## config.mk

```make
export PLATFORM = sky130hd
export DESIGN_NAME = cal_alarm_match
export DESIGN_NICKNAME = d
export VERILOG_FILES = /design/src/rtl/cal_alarm_pkg.sv /design/src/rtl/alarm_field_bank.sv /design/src/rtl/alarm_match_unit.sv /design/src/rtl/alarm_flag_ctrl.sv /design/src/rtl/cal_alarm_match.sv
export SDC_FILE = /design/constraint.sdc
export NUM_CORES = 1
export LEC_CHECK = 0
export BUFFER_PORTS_ARGS = -buffer_cell sky130_fd_sc_hd__buf_2
export CORE_MARGIN = 3
export CORE_UTILIZATION = 49
export DETAILED_ROUTE_END_ITERATION = 8
export PLACE_DENSITY_LB_ADDON = 0.08
export REMOVE_ABC_BUFFERS = 1
export SLEW_MARGIN = 10
export SYNTH_ARGS = -nofsm -noshare
export SYNTH_HDL_FRONTEND = slang
export SYNTH_SLANG_ARGS = --single-unit
```

## constraint.sdc

```tcl
create_clock -name clk -period 1.45 [get_ports clk]
set_clock_uncertainty 0.2 [all_clocks]
set_input_delay 0.0725 -clock clk [delete_from_list [all_inputs] [get_ports clk]]
set_output_delay 0.0725 -clock clk [all_outputs]
set_load 0.02 [all_outputs]
```

## src/rtl/cal_alarm_pkg.sv

```systemverilog
package cal_alarm_pkg;
  localparam int REG_W    = 8;
  localparam int BCD_W    = 7;
  localparam int EN_BIT   = 7;
  localparam int FLAG_BIT = 0;
  localparam int IE_BIT   = 3;

  // enable lives in the top bit of every alarm byte
  function automatic logic field_enabled(input logic [REG_W-1:0] r);
    return r[EN_BIT];
  endfunction

  // a disabled field is a wildcard, an enabled one needs equality
  function automatic logic field_hit(input logic [REG_W-1:0] r,
                                     input logic [BCD_W-1:0] now);
    return !r[EN_BIT] || (r[BCD_W-1:0] == now);
  endfunction

  function automatic logic [REG_W-1:0] ctrl_byte(input logic flag,
                                                 input logic ie);
    logic [REG_W-1:0] b;
    b           = '0;
    b[FLAG_BIT] = flag;
    b[IE_BIT]   = ie;
    return b;
  endfunction
endpackage

```

## src/rtl/alarm_field_bank.sv

```systemverilog
module alarm_field_bank
  import cal_alarm_pkg::*;
#(
  parameter int NUM_FIELDS = 6,
  parameter int ADDR_W     = 3
) (
  input  logic                        clk,
  input  logic                        rst_n,
  input  logic                        reg_wr,
  input  logic [ADDR_W-1:0]           reg_addr,
  input  logic [REG_W-1:0]            reg_wdata,
  output logic [NUM_FIELDS*REG_W-1:0] fields_flat,
  output logic                        field_written
);
  logic [NUM_FIELDS-1:0] wr_sel;

  for (genvar g = 0; g < NUM_FIELDS; g++) begin : g_field
    logic [REG_W-1:0] field_q;
    assign wr_sel[g] = reg_wr && (reg_addr == ADDR_W'(g));
    always_ff @(posedge clk) begin
      if (!rst_n)         field_q <= '0;
      else if (wr_sel[g]) field_q <= reg_wdata;
    end
    assign fields_flat[g*REG_W +: REG_W] = field_q;
  end

  assign field_written = |wr_sel;
endmodule

```

## src/rtl/alarm_match_unit.sv

```systemverilog
module alarm_match_unit
  import cal_alarm_pkg::*;
#(
  parameter int NUM_FIELDS = 6
) (
  input  logic [NUM_FIELDS*REG_W-1:0] fields_flat,
  input  logic [NUM_FIELDS*BCD_W-1:0] now_bcd,
  output logic                        any_en,
  output logic                        all_hit
);
  logic [NUM_FIELDS-1:0] en_vec;
  logic [NUM_FIELDS-1:0] hit_vec;

  for (genvar g = 0; g < NUM_FIELDS; g++) begin : g_cmp
    assign en_vec[g]  = field_enabled(fields_flat[g*REG_W +: REG_W]);
    assign hit_vec[g] = field_hit(fields_flat[g*REG_W +: REG_W],
                                  now_bcd[g*BCD_W +: BCD_W]);
  end

  assign any_en  = |en_vec;
  assign all_hit = &hit_vec;
endmodule

```

## src/rtl/alarm_flag_ctrl.sv

```systemverilog
module alarm_flag_ctrl
  import cal_alarm_pkg::*;
(
  input  logic             clk,
  input  logic             rst_n,
  input  logic             time_tick,
  input  logic             any_en,
  input  logic             all_hit,
  input  logic             field_written,
  input  logic             ctrl_wr,
  input  logic [REG_W-1:0] reg_wdata,
  output logic             flag_q,
  output logic             ie_q,
  output logic             prev_hit,
  output logic             set_ev
);
  logic match_now;
  logic ctrl_clr;

  assign match_now = any_en && all_hit;
  // fire only on entry into a match
  assign set_ev    = time_tick && match_now && !prev_hit;
  assign ctrl_clr  = ctrl_wr && !reg_wdata[FLAG_BIT];

  always_ff @(posedge clk) begin
    if (!rst_n) begin
      flag_q   <= 1'b0;
      ie_q     <= 1'b0;
      prev_hit <= 1'b0;
    end else begin
      // hardware set has priority over a software clear
      if (set_ev)        flag_q <= 1'b1;
      else if (ctrl_clr) flag_q <= 1'b0;
      if (ctrl_wr)       ie_q   <= reg_wdata[IE_BIT];
      if (field_written) prev_hit <= 1'b0;
      else if (time_tick) prev_hit <= match_now;
    end
  end
endmodule

```

## src/rtl/cal_alarm_match.sv

```systemverilog
module cal_alarm_match
  import cal_alarm_pkg::*;
#(
  parameter int NUM_FIELDS = 6,
  parameter int ADDR_W     = 3
) (
  input  logic                        clk,
  input  logic                        rst_n,
  input  logic                        time_tick,
  input  logic [NUM_FIELDS*BCD_W-1:0] now_bcd,
  input  logic                        reg_wr,
  input  logic [ADDR_W-1:0]           reg_addr,
  input  logic [REG_W-1:0]            reg_wdata,
  output logic [REG_W-1:0]            reg_rdata,
  output logic                        alarm_irq
);
  localparam logic [ADDR_W-1:0] CTRL_ADDR = ADDR_W'(NUM_FIELDS);

  logic [NUM_FIELDS*REG_W-1:0] fields_flat;
  logic field_written;
  logic any_en, all_hit;
  logic flag_q, ie_q, prev_hit, set_ev;
  logic ctrl_wr;

  assign ctrl_wr = reg_wr && (reg_addr == CTRL_ADDR);

  alarm_field_bank #(.NUM_FIELDS(NUM_FIELDS), .ADDR_W(ADDR_W)) bank_i (
    .clk(clk), .rst_n(rst_n), .reg_wr(reg_wr), .reg_addr(reg_addr),
    .reg_wdata(reg_wdata), .fields_flat(fields_flat),
    .field_written(field_written)
  );

  alarm_match_unit #(.NUM_FIELDS(NUM_FIELDS)) match_i (
    .fields_flat(fields_flat), .now_bcd(now_bcd),
    .any_en(any_en), .all_hit(all_hit)
  );

  alarm_flag_ctrl ctrl_i (
    .clk(clk), .rst_n(rst_n), .time_tick(time_tick), .any_en(any_en),
    .all_hit(all_hit), .field_written(field_written), .ctrl_wr(ctrl_wr),
    .reg_wdata(reg_wdata), .flag_q(flag_q), .ie_q(ie_q),
    .prev_hit(prev_hit), .set_ev(set_ev)
  );

  always_comb begin
    reg_rdata = '0;
    for (int i = 0; i < NUM_FIELDS; i++)
      if (reg_addr == ADDR_W'(i)) reg_rdata = fields_flat[i*REG_W +: REG_W];
    if (reg_addr == CTRL_ADDR) reg_rdata = ctrl_byte(flag_q, ie_q);
  end

  assign alarm_irq = flag_q && ie_q;
endmodule

```

## Yosys cells after proc, flatten, opt, wreduce, memory -nomap -nowiden

Cells that the tools add are included.

| cells by class | value |
|---|---|
| $add $sub $neg | 0 |
| multiply operators | 0 |
| divide/modulo/power cells | 0 |
| order comparisons | 0 |
| eq/ne operators | 12 |
| shift-type cells | 0 |
| muxes and demuxes | 9 |
| bitwise operators | 1 |
| reduce and logical (&&, ||, !) cells | 31 |

Operators by type and width:

| operator | number |
|---|---|
| $mux 8 | 7 |
| $eq 7x7->1 | 6 |
| $logic_and 1x1->1 | 12 |
| $eq 3x3->1 const B | 3 |
| $logic_not 1->1 | 8 |
| $reduce_or 7->1 | 1 |
| $eq 3x2->1 const B | 2 |
| $logic_or 1x1->1 | 6 |
| $reduce_and 6->1 | 1 |
| $reduce_or 6->1 | 1 |
| $eq 3x1->1 const B | 1 |
| $logic_not 3->1 | 1 |
| $mux 1 | 2 |
| $reduce_bool 2->1 | 1 |
| $not 1->1 | 1 |

| word-level totals | value |
|---|---|
| register bits after elaboration | 51 |
| latch bits | 0 |
| RAM bits | 0 |
| bits in read-only memories | 0 |
| logic and storage cells | 62 |
| memories kept | 0 |

## Longest topological paths before layout

Gate-level depths: netlist of run 1.

| logic depth | value |
|---|---|
| word-level depth | 8 |
| depth in mapped cells | 6 |
| mapped depth without buffers | 5 |

## Cells and area by module

Synthesis of run 1 repeated with hierarchy kept, for this count alone.

| unflattened totals | value |
|---|---|
| cell total of the unflattened synthesis | 292 |
| area, all modules | 2,860.2 um^2 |

Modules (own cells, without submodules):

| module | times used | cells an instance | area each (um^2) | sequential area each (um^2) |
|---|---|---|---|---|
| alarm_field_bank | 1 | 171 | 1,781.7 | 960.9 |
| alarm_match_unit | 1 | 59 | 494.2 | 0.0 |
| cal_alarm_match | 1 | 50 | 454.2 | 0.0 |
| alarm_flag_ctrl | 1 | 12 | 130.1 | 60.1 |

## Worst setup path before layout of run 1

OpenSTA, ideal clock, no wires.

| timing | value |
|---|---|
| path type | reg-to-reg |
| start | register bank_i.g_field[1].field_q[7] |
| end | register ctrl_i.flag_q |
| setup time | 0.125 ns |
| arrival | 1.189 ns |
| setup slack | -0.064 ns |
| cell stages (with the launch flop) | 5 |
| cell sequence | dfxtp_1 -> or4_1 -> o31a_1 -> nand4_1 -> o31ai_1 |

| on the way | value |
|---|---|
| cells in the longest elaborated chain, start to end | 7 |

RTL lines:

| element | line | source |
|---|---|---|
| start: declaration | alarm_field_bank.sv:18 | `logic [REG_W-1:0] field_q;` |
| start signal: assignment | alarm_field_bank.sv:22 | `else if (wr_sel[g]) field_q <= reg_wdata;` |
| $logic_not 1->1 | cal_alarm_pkg.sv:16 | `return !r[EN_BIT] \|\| (r[BCD_W-1:0] == now);` |
| $logic_or 1x1->1 | cal_alarm_pkg.sv:16 |  |
| $reduce_and 6->1 | alarm_match_unit.sv:21 | `assign all_hit = &hit_vec;` |
| $logic_and 1x1->1 (*) | alarm_flag_ctrl.sv:20 | `assign match_now = any_en && all_hit;` |
| $logic_and 1x1->1 (*) (2 in a row) | alarm_flag_ctrl.sv:22 | `assign set_ev = time_tick && match_now && !prev_hit;` |
| $mux 1 / $reduce_bool 2->1 (equally long branches) | n/a |  |
| end signal: assignment | alarm_flag_ctrl.sv:27 | `flag_q <= 1'b0;` |
| end signal: assignment | alarm_flag_ctrl.sv:32 | `if (set_ev) flag_q <= 1'b1;` |
| end signal: assignment | alarm_flag_ctrl.sv:33 | `else if (ctrl_clr) flag_q <= 1'b0;` |
| end: declaration | alarm_flag_ctrl.sv:12 | `output logic flag_q,` |

Mark *: on every way between the ends. The rest lies on a longest branch, timed or not.
A chain may end at the register's enable or synchronous reset.

## Worst setup path in the final report of run 1

| timing | value |
|---|---|
| start | register bank_i.g_field[2].field_q[2] |
| end | output reg_rdata[2] |

| on the way | value |
|---|---|
| cells in the longest elaborated chain, start to end | 5 |

RTL lines:

| element | line | source |
|---|---|---|
| start: declaration | alarm_field_bank.sv:18 |  |
| start signal: assignment | alarm_field_bank.sv:22 |  |
| $mux 8 (4 in a row) | cal_alarm_match.sv:48 | `if (reg_addr == ADDR_W'(i)) reg_rdata = fields_flat[i*REG_W +: REG_W];` |
| $mux 8 | cal_alarm_match.sv:49 | `if (reg_addr == CTRL_ADDR) reg_rdata = ctrl_byte(flag_q, ie_q);` |
| end: declaration | cal_alarm_match.sv:14 | `output logic [REG_W-1:0] reg_rdata,` |

Every way passes these cells.

==> impl_results.md, run 1 <==
* Status: finished with violations
* Violated checks: setup timing
* Worst slew pin tran at 0.3405 ns
* CTS Buffer Depth at 2
* Main flop type after synthesis: dfxtp_1
* Register area share after synthesis at 0.3566
* Clk pwr share at 0.338
* Die Ht at 82.44 µm
* Final setup vio count at 10
* DR WL/cell at 16.90 µm
* Final Instance Area at 0.004333 mm²
* Library cells used by synthesis at 35
* Vias in the first global route at 2,882
* Tcrit/Tclk final at 1.267
* Vias per cell at 5.381
* LEAKAGE at 1.812 nW
* Clk slew on worst S/H paths at 0.09 ns
* NetSw at 0.0007801 W
* CP endpoint kind: output pin
* # IOs at 66
* Int Pwr at 0.002290 W
* Dpl cell area at 0.003696 mm²
* Asr flop ratio synth at 0
* WL final at 9360 µm
* Antenna cell count at 0
* DR vias at 2,981
* Sequential share of power at 0.474
* Post-route DRC at 0
* Initial antenna violation count at 0
* Register-to-Register Path Depth at 7
* HP Class: input port to flip-flop
* Unrepaired setup endpoints after global routing: true
* Crit path DAT at 1.56 ns
* Number of nets in the layout at 538
* Final core occ at 0.7773
* DRT Pass-1 Iters at 4
* R2R Path Start: bank_i.g_field[0].field_q[0]
* Post-synth EDFFs at 0
* Die X at 82.44 µm
* Reg-to-reg slack, setup at -0.32 ns
* Max-Slew Margin vs Limit at 0.7705
* CTS tree: done
* Yosys warns at 0
* Clock Root Buffer: clkbuf_8
* Row count at 27
* Post-DRT Antenna Nets at 0
* Worst r2r dst: ctrl_i.flag_q
* Initial DRC Count at 189
* TritonCTS buffer count at 5
* Fin crit period at 1.837 ns
* First-pass GRT wire length at 14,160 µm
* Area Growth Syn to Fin at 51.36%
* PortBufs at 65
* Worst setup path start: bank_i.g_field[2].field_q[2]
* Max Cap Viol at 0
* Initial Util at 0.5136
* Core ar. at 0.005574 mm²
* Count of state elements after synthesis at 51
* Worst IR drop on VDD at 0.5974 mV
* Largest net degree at the start of global routing at 30
* Avg Inst Size Synth at 8.623 µm²
* Number of H-tree levels at 2
* Post-Syn Area at 0.002863 mm²
* Switching share of power at 0.2541
* Final setup margin at -0.3872 ns
* Share of cells above drive strength 1 at 0.4564
* Detailed placement HPWL at 6810 µm
* Critical Setup Path Class: flip-flop to output pin
* Fmax at 544.3 MHz
* CTS Sinks at 51
* CP max FO at 2
* Startpoint class of the critical path: flip-flop
* WP data required at 1.18 ns
* Placer Congestion at 0.8866
* Power per standard cell area at 708.5 mW/mm²
* CP endpoint: reg_rdata[2]
* Final Hold Viols at 0
* Worst-Skew Late Latency at 0.31 ns
* Tot GR Track Use at 0.2858
* Gr ovfl total at 0
* Die area at 0.006796 mm²
* Combinational share of power at 0.188
* Synthesized instance count at 332
* Final Max Slew Viols at 0
cell usage in the layout (no fill, tap or decap), types with 4 or more instances in the layout:
cell type,n
clkbuf_8,6
mux4_2,8
mux2i_1,9
nand2_1,104
dfxtp_2,28
buf_2,57
dfxtp_1,22
nand3_1,4
inv_2,6
nand4_1,8
buf_6,23
xnor2_1,15
dlygate4sd3_1,10
buf_4,63
xor2_1,17
o41ai_2,6
xnor2_2,9
a21boi_0,47
final cells by class:
type,count,area (µm²)
inverters,6,22.52
clock buffers,6,82.58
clock inverters,2,35.03
repair buffers,155,1157
fillers,411,1241
well taps,72,90.09
flip-flops and latches,51,1060
multi-input cells,262,1886
routing by layer:
metal / wire length [µm] / up-vias / global-route usage
li1: - / 1442 / -
met3: 826 / 33 / 0.04338
met4: 359 / 0 / 0.1246
met1: 3736 / 1380 / 0.3731
met2: 4437 / 126 / 0.4663
met5: 0 / - / 0
kinds of logic (layout without fill, tap and decap cells):
kind of cell           after synthesis  in the layout  synth area share
flip-flops                          51             51            0.3566
XOR/XNOR                            42             42            0.1285
AO/OA/AOI/OAI                       67             67            0.1735
AND/OR/NAND/NOR                    134            134            0.2032
buffers and inverters               19            169           0.03321
multiplexers                        19             19            0.1049
power groups by stage:
stage               logic [W]  clock network, W  registers [W]
floorplan            0.000191                 0        0.00148
global placement     0.000479                 0        0.00149
detailed placement   0.000484                 0        0.00149
CTS                  0.000549           0.00105        0.00146
global route         0.000618           0.00109        0.00146
finish               0.000577           0.00104        0.00146
registers in the layout, summed over array words and instances, names as in the netlist:
register	count
ctrl_i.flag_q	1
ctrl_i.ie_q	1
ctrl_i.prev_hit	1
bank_i.g_field.field_q	48
worst max-delay path: stages (launching register included):
cell and delay (ns):
dfxtp_2 0.35, buf_6 0.12, mux4_2 0.50, inv_2 0.08, o22ai_2 0.07, buf_6 0.15
worst min-delay path by stage:
stage               slack, ns               to  cells after the start       from
global route             0.12  ctrl_i.prev_hit                      5     reg_wr
CTS                      0.06  ctrl_i.prev_hit                      5     reg_wr
global placement         0.17  ctrl_i.prev_hit                      3  time_tick
finish                   0.08  ctrl_i.prev_hit                      5     reg_wr
detailed placement       0.17  ctrl_i.prev_hit                      3  time_tick
floorplan              0.0007      ctrl_i.ie_q                      1      rst_n
per-stage QoR:
| stage | instances | total power, W | setup TNS, ns | setup WS (ns) | hold slack (ns) |
|---|---|---|---|---|---|
| finish | 554 | 0.003070 | -3.509 | -0.3872 | 0.07647 |
| floorplan | 319 | 0.001675 | -0.1132 | -0.06352 | 0.0006679 |
| detailed placement | 518 | 0.001970 | -1.107 | -0.3193 | 0.1703 |
| global placement | 518 | 0.001964 | -1.081 | -0.3312 | 0.1710 |
| CTS | 548 | 0.003057 | -3.453 | -0.4110 | 0.05871 |
| global route | 554 | 0.003170 | -3.916 | -0.4185 | 0.1233 |
synthesized netlist by cell type (2+ instances only):
cell | n | share of area
nand2_1 | 104 | 0.14
dfxtp_1 | 51 | 0.36
a21boi_0 | 47 | 0.12
xnor2_1 | 24 | 0.073
xor2_1 | 18 | 0.055
mux2i_1 | 9 | 0.031
nand4_1 | 8 | 0.017
clkbuf_1 | 6 | 0.0079
inv_1 | 6 | 0.0079
mux4_2 | 6 | 0.047
o22ai_1 | 6 | 0.013
o41ai_1 | 6 | 0.018
nand3_1 | 4 | 0.0070
buf_2 | 3 | 0.0052
nand2b_1 | 3 | 0.0066
nor2_1 | 3 | 0.0039
a21boi_1 | 2 | 0.0052
and2_1 | 2 | 0.0044
and2b_1 | 2 | 0.0052
buf_4 | 2 | 0.0052
mux2_2 | 2 | 0.0079
mux4_1 | 2 | 0.018
nand3b_1 | 2 | 0.0052
nor3_2 | 2 | 0.0070
o21ai_0 | 2 | 0.0035
what timing repair did:
action / CTS / global route
gates resized for setup: 66 / 24
setup buffers: 12 / 6
setup endpoints to repair: 10 / 12
gates cloned: 0 / 0
pin swaps: 6 / 14
hold buffers: 10 / 0
endpoints found under the hold margin: 51 / 0
(Power assumes the default switching activity.)
==> inputs of run 2 (changes only) <==
--- a/config.mk
+++ b/config.mk
@@ -11,7 +11,9 @@
 export DETAILED_ROUTE_END_ITERATION = 8
 export PLACE_DENSITY_LB_ADDON = 0.08
 export REMOVE_ABC_BUFFERS = 1
+export SETUP_SLACK_MARGIN = 0.1
 export SLEW_MARGIN = 10
 export SYNTH_ARGS = -nofsm -noshare
 export SYNTH_HDL_FRONTEND = slang
+export SYNTH_HIERARCHICAL = 1
 export SYNTH_SLANG_ARGS = --single-unit
==> impl_results.md, run 2 <==
* Gr ovfl total at 0 (unchanged)
* Antenna cell count at 0 (unchanged)
* DR WL/cell at 16.32 µm (-3.4%)
* Die X at 82.40 µm (about the same)
* Final Hold Slack at -0.009197 ns (-0.08567 ns)
* Startpoint class of the critical path: flip-flop
* Setup TNS at -3.785 ns (-0.2759 ns)
* LEAKAGE at 1.970 nW (+8.7%)
* Area share of the largest cell type after synthesis at 0.3570 (about the same)
* CTS tree: done
* Clock Root Buffer: clkbuf_8
* Die area at 0.006790 mm² (about the same)
* PortBufs at 65 (unchanged)
* Max Cap Viol at 0 (unchanged)
* Top reg by flops: bank_i/g_field.field_q
* Commonest non-fill, non-tap cell in the layout: nand2_1
* Detailed placement HPWL at 6153 µm (-9.6%)
* Violated checks: hold timing, setup timing
* Final core occ at 0.7315 (-0.04579)
* Register area share after synthesis at 0.3570 (about the same)
* WL final at 8111 µm (-13%)
* Initial Util at 0.5131 (about the same)
* Avg Inst Size Synth at 9.795 µm² (+14%)
* Power per standard cell area at 699.6 mW/mm² (-1.3%)
* Final non-filler cell total at 497 (-10%)
* Die Ht at 82.40 µm (about the same)
* Final setup margin at -0.6129 ns (-0.2257 ns)
* Fmax at 484.8 MHz (-11%)
* First-pass GRT wire length at 12,940 µm (-8.6%)
* Initial antenna violation count at 0 (unchanged)
* DR vias at 2,585 (-13%)
* # IOs at 66 (unchanged)
* Number of H-tree levels at 2 (unchanged)
* Synth area leaders: dfxtp_1 36%, mux2i_1 20%, nand2_1 8.3%
* Clk slew on worst S/H paths at 0.10 ns (about the same)
* Yosys warns at 6 (+6)
* DRT Pass-1 Iters at 4 (unchanged)
* Worst slew pin tran at 0.3909 ns (+0.05040 ns)
* Main flop type after synthesis: dfxtp_1
* Initial DRC Count at 148 (-22%)
* Tcrit/Tclk final at 1.423 (+0.1557)
* Largest net degree at the start of global routing at 26 (-13%)
* WP data required at 1.50 ns (+0.32 ns)
* Synthesized instance count at 292 (-12%)
* Post-DRT Antenna Nets at 0 (unchanged)
* Layout fillers at 454 (+10%)
* Share of cells above drive strength 1 at 0.4471 (-0.009373)
* CP max FO at 2 (unchanged)
* Post-route DRC at 0 (unchanged)
* Row count at 27 (unchanged)
* Vias in the first global route at 2,606 (-9.6%)
* Vias per cell at 5.201 (-3.3%)
* Yosys top cell by area: dfxtp_1
* Register-to-Register Path Depth at 8 (+1)
* Final Max Slew Viols at 0 (unchanged)
* Area Growth Syn to Fin at 42.56%
* Placer Congestion at 0.8000 (-9.8%)
* Most numerous cell in the Yosys netlist: nand2_1
* Placed insts at 474 (-8.5%)
* CP endpoint kind: flip-flop
* Reg area at 0.001051 mm² (-0.83%)
* Worst-Skew Late Latency at 0.30 ns (about the same)
* Fin crit period at 2.063 ns (+0.2257 ns)
* Multi-input logic area at 0.001815 mm² (-3.7%)
* Post-Syn Area at 0.002860 mm² (about the same)
* TritonCTS buffer count at 5 (unchanged)
* Max-Slew Margin vs Limit at 0.7394 (-0.03112)
* Most frequent cells in the layout: 62 x nand2_1, 58 x buf_2, 57 x mux2i_1, 54 x buf_4, 27 x dfxtp_1
* Unrepaired setup endpoints after global routing: true
* Overall power at 0.002853 W (-7.1%)
* Hold depth at 3 (-2)
* Number of nets in the layout at 481 (-11%)
* Core ar. at 0.005574 mm² (unchanged)
* Tot GR Track Use at 0.2549 (-0.03093)
* Synth top cells by count: 63 x nand2_1, 57 x mux2i_1, 51 x dfxtp_1, 22 x xnor2_1, 20 x xor2_1
* CTS Sinks at 51 (unchanged)
* CTS Buffer Depth at 2 (unchanged)
* Max FFs per register at 48 (unchanged)
* Worst IR drop on VDD at 0.4626 mV (-23%)
* Asr flop ratio synth at 0 (unchanged)
* Final Hold Viols at 2 (+2)
* Final setup vio count at 10 (unchanged)
* Crit path DAT at 2.11 ns (+0.55 ns)
* HP Class: input port to flip-flop
* Critical Setup Path Class: flip-flop to flip-flop
* Count of state elements after synthesis at 51 (unchanged)
* Library cells used by synthesis at 38 (+8.6%)
* Post-synth EDFFs at 0 (unchanged)
* Status: finished with violations
-- run 2: changes by cell type after synthesis, sizes merged, moves of 4 or more --
cell	change
nand2	-41
nand3	-4
buf	+4
a21boi	-48
mux2i	+48
o22ai	-6
inv	-5
-- run 2: layout make-up --
type	count	share of cell area
Clock buffer	5	0.01688
Clock inverter	3	0.004909
Inverter	1	0.0009205
Multi-Input combinational cell	224	0.4452
Sequential cell	51	0.2577
Tap cell	72	0.02209
Timing Repair Buffer	141	0.2522
-- run 2: path summary, 6_finish.rpt --
kind	start	end	slack (ns)
setup / recovery	bank_i/g_field[1].field_q[6]	ctrl_i/flag_q	-0.61
hold / removal	reg_wdata[4]	bank_i/g_field[1].field_q[4]	-0.009
setup reg to reg	bank_i/g_field[1].field_q[6]	ctrl_i/flag_q	-0.61
hold reg to reg	bank_i/g_field[1].field_q[2]	bank_i/g_field[1].field_q[2]	0.30
-- run 2: worst max-delay path: stages, from the launching register on --
cell,delay [ns]
dfxtp_2,0.37
xnor2_2,0.11
nand4_1,0.17
o41ai_2,0.36
nand4_1,0.15
a221oi_2,0.25
and4b_1,0.26
a21oi_2,0.04
nor2b_2,0.09
-- run 2: stage by stage --
step / hold slack, ns / worst slack, ns / area (µm²)
finish: -0.009197 / -0.6129 / 4078
global route: 0.04158 / -0.7159 / 4078
CTS: 0.003699 / -0.5230 / 3983
detailed placement: 0.1657 / -0.6083 / 3667
global placement: 0.1562 / -0.5957 / 3667
floorplan: 0.0006684 / -0.2613 / 2769
-- run 2: report_power, final --
group | total, W | switching (W) | internal, W
registers | 0.00146 | 0.0000250 | 0.00143
clock network | 0.000838 | 0.000500 | 0.000337
logic | 0.000555 | 0.000268 | 0.000287
-- run 2: logic make-up (layout without fill, tap and decap cells) --
kind of cell / Yosys count / after routing / synth area share
buf+inv: 17 / 150 / 0.03324
mux: 65 / 65 / 0.2585
simple gates: 95 / 95 / 0.1636
flops: 51 / 51 / 0.3570
xor+xnor: 42 / 42 / 0.1286
compound gates: 22 / 22 / 0.05906
-- run 2: repair_timing --
| item | 4_1_cts | 5_1_grt |
|---|---|---|
| pin swaps | 6 | 11 |
| hold endpoints to repair | 29 | 0 |
| cloned | 0 | 0 |
| setup buffers | 5 | 2 |
| hold buffers | 9 | 0 |
| resized for setup | 42 | 26 |
| endpoints found under the setup margin | 10 | 10 |
-- run 2: layer usage --
| metal | part of all wire | GRT usage |
|---|---|---|
| met4 | 0.0036 | 0.04651 |
| met3 | 0.047 | 0.04013 |
| met1 | 0.46 | 0.3342 |
| met5 | 0 | 0 |
| met2 | 0.49 | 0.4439 |
